==> src/rtl/msgwin_pkg.sv <==
package msgwin_pkg;

  localparam int WORD_W = 32;

  // Command word field positions (decoded by the datapath and the control)
  localparam int OP_HI   = 31;
  localparam int OP_LO   = 24;
  localparam int PORT_HI = 23;
  localparam int PORT_LO = 16;
  localparam int ALO_HI  = 15;
  localparam int ALO_LO  = 8;
  localparam int BE_HI   = 7;
  localparam int BE_LO   = 4;

  localparam logic [7:0] OP_NRM_RD = 8'h10;
  localparam logic [7:0] OP_ALT_RD = 8'h06;
  localparam logic [7:0] OP_IO_RD  = 8'h02;

  typedef enum logic [1:0] {CLS_BAD, CLS_NRM, CLS_ALT, CLS_IO} opClass_e;

  typedef enum logic {ST_IDLE, ST_WAIT} brState_e;

  // Load and capture strobes from the control to the datapath
  typedef struct packed {
    logic ldCtrl;
    logic ldExt;
    logic ldData;
    logic capRead;
    logic fillOnes;
  } dpStrobe_t;

  // Opcodes come in read/write pairs that differ only in bit 0
  function automatic opClass_e classifyOp(input logic [7:0] op);
    opClass_e cls;
    if (op[7:1] == OP_NRM_RD[7:1])      cls = CLS_NRM;
    else if (op[7:1] == OP_ALT_RD[7:1]) cls = CLS_ALT;
    else if (op[7:1] == OP_IO_RD[7:1])  cls = CLS_IO;
    else                                cls = CLS_BAD;
    return cls;
  endfunction

endpackage

==> src/rtl/msgwin_ctrl.sv <==
module msgwin_ctrl
  import msgwin_pkg::*;
#(
  parameter int                  HOST_AW  = 8,
  parameter logic [HOST_AW-1:0]  CTRL_OFS = HOST_AW'('hD0),
  parameter logic [HOST_AW-1:0]  EXT_OFS  = HOST_AW'('hD4),
  parameter logic [HOST_AW-1:0]  DATA_OFS = HOST_AW'('hD8)
) (
  input  logic               clk,
  input  logic               rstN,
  input  logic [HOST_AW-1:0] hostAddr,
  input  logic               hostWr,
  input  logic [7:0]         newOp,
  input  logic               curWrite,
  input  logic               msgAck,
  output dpStrobe_t          strobe,
  output logic               msgReq,
  output logic               hostReady
);

  brState_e stateQ, stateD;
  logic     accept;
  logic     newBad;
  logic     launch;

  assign accept = hostWr && (stateQ == ST_IDLE);
  assign newBad = (classifyOp(newOp) == CLS_BAD);

  always_comb begin
    strobe          = '0;
    strobe.ldCtrl   = accept && (hostAddr == CTRL_OFS);
    strobe.ldExt    = accept && (hostAddr == EXT_OFS);
    strobe.ldData   = accept && (hostAddr == DATA_OFS);
    strobe.fillOnes = strobe.ldCtrl && newBad && !newOp[0];
    strobe.capRead  = (stateQ == ST_WAIT) && msgAck && !curWrite;
  end

  assign launch = accept && (hostAddr == CTRL_OFS) && !newBad;

  always_comb begin
    stateD = stateQ;
    unique case (stateQ)
      ST_IDLE: if (launch) stateD = ST_WAIT;
      ST_WAIT: if (msgAck) stateD = ST_IDLE;
      default: stateD = ST_IDLE;
    endcase
  end

  always_ff @(posedge clk or negedge rstN) begin
    if (!rstN) stateQ <= ST_IDLE;
    else       stateQ <= stateD;
  end

  assign msgReq    = (stateQ == ST_WAIT);
  assign hostReady = (stateQ == ST_IDLE);

endmodule

==> src/rtl/msgwin_dpath.sv <==
module msgwin_dpath
  import msgwin_pkg::*;
#(
  parameter int                  HOST_AW       = 8,
  parameter logic [HOST_AW-1:0]  CTRL_OFS      = HOST_AW'('hD0),
  parameter logic [HOST_AW-1:0]  EXT_OFS       = HOST_AW'('hD4),
  parameter logic [HOST_AW-1:0]  DATA_OFS      = HOST_AW'('hD8),
  parameter bit                  FORCE_FULL_BE = 1'b1
) (
  input  logic               clk,
  input  logic               rstN,
  input  dpStrobe_t          strobe,
  input  logic [HOST_AW-1:0] hostAddr,
  input  logic               hostRd,
  input  logic               hostReady,
  input  logic [WORD_W-1:0]  hostWdata,
  output logic [WORD_W-1:0]  hostRdata,
  input  logic [WORD_W-1:0]  msgRdata,
  output logic               msgWrite,
  output logic [7:0]         msgOp,
  output logic [7:0]         msgPort,
  output logic [WORD_W-1:0]  msgAddr,
  output logic [3:0]         msgBe,
  output logic [WORD_W-1:0]  msgWdata
);

  logic [WORD_W-1:0] ctrlQ, extQ, dataQ;
  opClass_e          curCls;

  always_ff @(posedge clk or negedge rstN) begin
    if (!rstN) begin
      ctrlQ <= '0;
      extQ  <= '0;
    end else begin
      if (strobe.ldCtrl) ctrlQ <= hostWdata;
      if (strobe.ldExt)  extQ  <= hostWdata;
    end
  end

  // The payload word has three sources: host load, read capture, all-ones fill
  always_ff @(posedge clk or negedge rstN) begin
    if (!rstN)                dataQ <= '0;
    else if (strobe.fillOnes) dataQ <= '1;
    else if (strobe.capRead)  dataQ <= msgRdata;
    else if (strobe.ldData)   dataQ <= hostWdata;
  end

  assign msgOp    = ctrlQ[OP_HI:OP_LO];
  assign msgPort  = ctrlQ[PORT_HI:PORT_LO];
  assign msgAddr  = {extQ[WORD_W-1:8], ctrlQ[ALO_HI:ALO_LO]};
  assign msgWrite = ctrlQ[OP_LO];
  assign msgWdata = dataQ;
  assign curCls   = classifyOp(ctrlQ[OP_HI:OP_LO]);

  generate
    if (FORCE_FULL_BE) begin : g_forceBe
      assign msgBe = (curCls == CLS_NRM) ? 4'hF : ctrlQ[BE_HI:BE_LO];
    end else begin : g_passBe
      assign msgBe = ctrlQ[BE_HI:BE_LO];
    end
  endgenerate

  always_comb begin
    hostRdata = '0;
    if (hostRd && hostReady) begin
      if (hostAddr == CTRL_OFS)      hostRdata = ctrlQ;
      else if (hostAddr == EXT_OFS)  hostRdata = extQ;
      else if (hostAddr == DATA_OFS) hostRdata = dataQ;
    end
  end

endmodule

==> src/rtl/msgwin_bridge.sv <==
module msgwin_bridge
  import msgwin_pkg::*;
#(
  parameter int                  HOST_AW       = 8,
  parameter logic [HOST_AW-1:0]  CTRL_OFS      = HOST_AW'('hD0),
  parameter logic [HOST_AW-1:0]  EXT_OFS       = HOST_AW'('hD4),
  parameter logic [HOST_AW-1:0]  DATA_OFS      = HOST_AW'('hD8),
  parameter bit                  FORCE_FULL_BE = 1'b1
) (
  input  logic               clk,
  input  logic               rstN,
  input  logic [HOST_AW-1:0] hostAddr,
  input  logic               hostWr,
  input  logic [31:0]        hostWdata,
  input  logic               hostRd,
  output logic [31:0]        hostRdata,
  output logic               hostReady,
  output logic               msgReq,
  output logic               msgWrite,
  output logic [7:0]         msgOp,
  output logic [7:0]         msgPort,
  output logic [31:0]        msgAddr,
  output logic [3:0]         msgBe,
  output logic [31:0]        msgWdata,
  input  logic               msgAck,
  input  logic [31:0]        msgRdata
);

  dpStrobe_t strobe;

  msgwin_ctrl #(
    .HOST_AW(HOST_AW), .CTRL_OFS(CTRL_OFS), .EXT_OFS(EXT_OFS), .DATA_OFS(DATA_OFS)
  ) u_ctrl (
    .clk(clk), .rstN(rstN), .hostAddr(hostAddr), .hostWr(hostWr),
    .newOp(hostWdata[OP_HI:OP_LO]), .curWrite(msgWrite), .msgAck(msgAck),
    .strobe(strobe), .msgReq(msgReq), .hostReady(hostReady)
  );

  msgwin_dpath #(
    .HOST_AW(HOST_AW), .CTRL_OFS(CTRL_OFS), .EXT_OFS(EXT_OFS), .DATA_OFS(DATA_OFS),
    .FORCE_FULL_BE(FORCE_FULL_BE)
  ) u_dpath (
    .clk(clk), .rstN(rstN), .strobe(strobe), .hostAddr(hostAddr), .hostRd(hostRd),
    .hostReady(hostReady), .hostWdata(hostWdata), .hostRdata(hostRdata),
    .msgRdata(msgRdata), .msgWrite(msgWrite), .msgOp(msgOp), .msgPort(msgPort),
    .msgAddr(msgAddr), .msgBe(msgBe), .msgWdata(msgWdata)
  );

endmodule

==> config.mk <==
export PLATFORM = sky130hd
export DESIGN_NAME = msgwin_bridge
export DESIGN_NICKNAME = d
export VERILOG_FILES = /design/src/rtl/msgwin_pkg.sv /design/src/rtl/msgwin_ctrl.sv /design/src/rtl/msgwin_dpath.sv /design/src/rtl/msgwin_bridge.sv
export SDC_FILE = /design/constraint.sdc
export NUM_CORES = 1
export LEC_CHECK = 0
export ABC_AREA = 0
export BUFFER_PORTS_ARGS = -buffer_cell sky130_fd_sc_hd__buf_2
export CAP_MARGIN = 5
export CORE_UTILIZATION = 30
export CTS_CLUSTER_DIAMETER = 100
export DETAILED_ROUTE_END_ITERATION = 12
export PLACE_DENSITY = 0.54
export SYNTH_ARGS = -nofsm -noshare
export SYNTH_HDL_FRONTEND = slang
export SYNTH_SLANG_ARGS = --single-unit
==> constraint.sdc <==
create_clock -name clk -period 4.8 [get_ports clk]
set_input_delay 0.96 -clock clk [delete_from_list [all_inputs] [get_ports clk]]
set_output_delay 0.96 -clock clk [all_outputs]
set_load 0.01 [all_outputs]
Word-level counts from Yosys, hierarchy flattened
Index checks and enable logic that the tools add are counted.
{ "totals": {"register_bits": 97, "inputBits": 77, "out_inout_bits": 119, "word_cells": 47} }
{ "op_classes": {"n_eq_ne": 10, "muxes": 17, "bitwise": 1, "n_reduce_logical": 15} }
{ "op_table": {"columns": ["operator", "count"], "rows": [
  ["32-bit two-way mux", 7],
  ["8-bit equality test, second input constant", 3],
  ["7-bit by 1-bit equality test with 1-bit output, second input constant", 2],
  ["7-bit by 2-bit equality test with 1-bit output, second input constant", 2],
  ["7-bit by 4-bit equality test with 1-bit output, second input constant", 2],
  ["2-bit two-way mux", 6],
  ["1-bit logical AND", 10],
  ["4-bit two-way mux", 1],
  ["1-bit zero test", 3],
  ["3-bit nonzero test", 1],
  ["2-bit by 1-bit equality test with 1-bit output, second input constant", 1],
  ["2-bit zero test", 1],
  ["1-bit two-way mux", 2],
  ["1-bit one-hot mux with 2 select lines", 1],
  ["1-bit NOT", 1]
]} }

Depth between registers and ports, before layout
{ "depth": {"depth_word": 9, "mapped_depth": 6, "mapped_depth_nobuf": 4} }

Modules after synthesis
A second synthesis with hierarchy kept.
{ "hier_totals": {"hier_cells": 464, "hier_area_um2": 5476.5} }
{ "modules_own_cells": {"columns": ["module", "n_inst", "cells_per_inst", "area_per_inst_um2", "seq_area_each_um2"], "rows": [
  ["msgwin_dpath", 1, 446, 5330.1, 2402.3],
  ["msgwin_ctrl", 1, 18, 146.4, 25.0]
]} }

Worst setup path after synthesis
OpenSTA, ideal clock, no wires.
{ "synth_timing": {"path_type": "input port to output port", "from": "input port hostAddr[0]", "to": "output port hostRdata[11]", "arrival_ns": 2.277, "required_ns": 3.840, "setup_slack_ns": 1.563, "stages": 4, "path_buffers": 1, "cell_sequence": "and4bb_2 -> nand4_2 -> buf_2 -> a2111oi_0"} }
{ "synth_between": {"elab_chain_cells": 5, "elab_cells_between_ends": 7, "cone_classes": "3 x eq/ne; 4 x mux"} }
{ "synth_lines": {"columns": ["item", "line_no", "text"], "rows": [
  ["start: declaration", "msgwin_bridge.sv:12", "input logic [HOST_AW-1:0] hostAddr,"],
  ["8-bit equality test", "msgwin_dpath.sv:68", "else if (hostAddr == DATA_OFS) hostRdata = dataQ;"],
  ["32-bit two-way mux", "msgwin_dpath.sv:68", null],
  ["32-bit two-way mux", "msgwin_dpath.sv:67", "else if (hostAddr == EXT_OFS) hostRdata = extQ;"],
  ["32-bit two-way mux (*)", "msgwin_dpath.sv:66", "if (hostAddr == CTRL_OFS) hostRdata = ctrlQ;"],
  ["32-bit two-way mux (*)", "msgwin_dpath.sv:65", "if (hostRd && hostReady) begin"],
  ["end: declaration", "msgwin_bridge.sv:16", "output logic [31:0] hostRdata,"]
]} }
Mark *: on every way between the ends. The rest lies on a longest branch, timed or not.

Worst setup path in the final report
{ "layout_timing": {"from": "input port hostAddr[2]", "to": "output port hostRdata[13]"} }
Same word-level chain as after synthesis.

==> impl_results.md <==
* Number of warning messages in the yosys log at 0
* Clock buffers created by TritonCTS at 9
* Residual DRC at 0
* Count of input and output buffers at 195
* Most used cell along the critical path: sky130_fd_sc_hd__buf_2
* HPWL after DPL at 11800 um
* Element type at the critical path start: input pin
* Total iterations of the first detailed-routing run at 4
* Maxcap violations at 0
* Worst-case clock buffer depth at 2
* Cell area after synthesis at 5520 um2
* DIE AREA at 19000 um2
* First-pass GRT wire length at 26700 um
* Largest stage delay, worst path at 0.47 ns
* Starting density of the core at 30.6%
* Die height at 138 um
* Status: finished clean
* Number of nets in the finished design at 723
* Placeable Area at 18000 um2
* Antenna viol nets, final at 0
* Clk_lat worst skew at 0.34 ns
* Commonest non-fill, non-tap cell in the layout: sky130_fd_sc_hd__buf_2
* Drt initial violations at 167
* Fillers at 1811
* Distinct cell type count of the synthesized netlist at 34
* Worst-margin pin slew at 1.03 ns
* Number of setup violations in the final report at 0
* Final number of max-transition violations at 0
* Die width at 138 um
* Top library cells by usage in the layout, fill and taps aside: 194 x sky130_fd_sc_hd__buf_2, 97 x sky130_fd_sc_hd__dfrtp_1, 36 x sky130_fd_sc_hd__nand2b_1
* Maximum number of pins on one net before global-route repair at 63
* #FFs+latches synth at 97
* Total routing resource utilization after global routing at 19.3%
* Total wire length at 18100 um
* TritonCTS clock tree: built
* Cell types occupying the most area after synthesis: sky130_fd_sc_hd__dfrtp_1 44%, sky130_fd_sc_hd__mux2_4 8.2%, sky130_fd_sc_hd__buf_4 7.1%
* Worst IR drop on VDD at 0.000164 V
* Register area share after synthesis at 44.0%
* Syn_area_per_cell at 10.6 um2
* Endpoint required time on the critical path at 3.84 ns
* Io pins at 196
* Leakage power of the design at 3.36 nW
* Antenna diode count at 0
* Rel. slew slack at 30.9%
* Worst Clk Skew at 0.00597 ns
* Clock slew at reported path FFs at 0.06 ns
* Via count at 4576
* Synth Instances at 519
* GP Congestion at 0.824
* Syn_nets at 596
* Start-to-end type of the worst setup path: in -> out
* Clk sinks at 97
* Kind of path behind the tightest hold check: reg -> reg
* Site row count at 49
* Mean number of vias per cell at 5.21
* Unrepaired setup endpoints after global routing: false
* Area occupied by registers at 2430 um2
* Fraction of post-synthesis cell area in the top cell type by area at 44.0%
* Category of the worst setup path capture point: output port
* Arrival time reported for the critical path endpoint at 2.84 ns
* Minimum period implied by the final worst setup slack at 3.80 ns
* Critical path peak fanout at 39
* Number of H-tree levels at 3
* Post-detailed-route wirelength per cell at 20.6 um
* Post-CTS Hold Buffers at 0
* Clock Root Buffer: sky130_fd_sc_hd__clkbuf_16
* Master of the slowest instance on the critical path: sky130_fd_sc_hd__buf_2
* Number of instances resized during post-cts repair at 0
* Remaining Overflow, GRT at 0
* Highest achievable clock rate at 263 MHz
* Relative area change from synthesis to final layout at 19.6%
* Power Dens Cells at 298 nW/um2
* Cell-by-cell listing of the critical path: buf_2 -> nand4bb_2 -> buf_4 -> nor2_1 -> a2111oi_0 -> buf_2
* Fraction of layout instances using a drive strength above 1 at 48.0%
* Number of antenna violations at the first check in global routing at 1
* Number of global-route vias before repair at 4548
* Final hold violation count at 0
* Total negative slack for setup checks at 0 ns
* Post-layout util at 36.7%
* Cell taking the most area after synthesis: sky130_fd_sc_hd__dfrtp_1
* Post-CTS setup buffers at 0
* Post-route fraction of the period consumed by the critical path at 79.2%
* Area taken by multi-input logic gates at 2530 um2
==> synth_stat cells (all sizes together) <==
cell	count
mux2	64
nor2	33
and4bb	1
nand3b	1
nand3	17
nor4b	1
nor4	1
o21ai	18
and2b	1
a2111oi	32
nor2b	33
nor3	19
nand4bb	1
inv	2
nand4	17
nor3b	2
or2	1
nand2	32
dfrtp	97
o22ai	18
and4b	1
buf	70
and4	1
clkbuf	20
nand2b	36
==> power breakdown <==
part / total, mW / leakage [nW] / internal (mW) / switching, mW
sequential: 0.938 / 1.30 / 0.883 / 0.0552
combinational: 0.295 / 1.91 / 0.137 / 0.159
clock: 0.733 / 0.148 / 0.428 / 0.305
==> cells by family (layout without fill, tap and decap cells) <==
group                  after synthesis  after routing  share of synthesized area [%]
AO/OA/AOI/OAI                       68             68                           10.9
flip-flops                          97             97                           44.0
buffers and inverters               92            223                           10.5
multiplexers                        64             64                           15.1
AND/OR/NAND/NOR                    198            198                           19.6
==> flip-flops by register name (all words and copies together), names as in the netlist <==
register,cells
u_dpath.ctrlQ,32
u_dpath.extQ,32
u_ctrl.msgReq,1
u_dpath.msgWdata,32
==> metrics by stage <==
stage / total power [mW] / std cells / hold slack (ns) / setup WS [ns] / instance area (um2)
final: 1.97 / 879 / 0.514 / 1.00 / 6610
after global routing: 2.07 / 879 / 0.537 / 0.798 / 6610
after CTS: 2.00 / 879 / 0.514 / 0.966 / 6610
after detailed placement: 1.25 / 864 / 0.496 / 0.980 / 6310
after global placement: 1.24 / 864 / 0.490 / 0.975 / 6310
after floorplan: 1.11 / 519 / 0.481 / 1.56 / 5520
==> layer usage <==
| layer | share of wire, % | vias to the layer above | global-route usage [%] |
|---|---|---|---|
| met5 | 0.072 | - | 0 |
| met4 | 1.9 | 2 | 6.96 |
| met3 | 7.7 | 23 | 4.49 |
| met2 | 47 | 184 | 31.4 |
| met1 | 44 | 2317 | 24.7 |
| li1 | - | 2050 | - |
==> final timing paths <==
| check | cells after the start | startpoint | slack (ns) | endpoint |
|---|---|---|---|---|
| min reg2reg | 1 | u_dpath.ctrlQ[3]$_DFFE_PN0P_ | 0.51 | u_dpath.ctrlQ[3]$_DFFE_PN0P_ |
| max in group asynchronous | 2 | rstN | 3.02 | u_dpath.extQ[29]$_DFFE_PN0P_ |
| min | 1 | u_dpath.ctrlQ[3]$_DFFE_PN0P_ | 0.51 | u_dpath.ctrlQ[3]$_DFFE_PN0P_ |
| max | 6 | hostAddr[2] | 1.00 | hostRdata[13] |
| min in group asynchronous | 1 | rstN | 0.70 | u_dpath.msgWdata[22]$_DFFE_PN0P_ |
| max reg2reg | 4 | u_ctrl.msgReq$_DFF_PN0_ | 2.67 | u_dpath.msgWdata[18]$_DFFE_PN0P_ |
==> layout make-up <==
cell class / count / share of cell area [%]
timing repair buffer: 206 / 16.1
multi-input combinational: 330 / 38.3
clock inverter: 3 / 0.606
clock buffer: 12 / 3.88
sequential: 97 / 36.7
tap: 229 / 4.34
inverter: 2 / 0.114
==> critical path, delay by kind of cell <==
family / cells / cell delay, ns
compound gates: 1 / 0.43
buf+inv: 3 / 1.11
simple gates: 2 / 0.34
(Power assumes the default switching activity.)
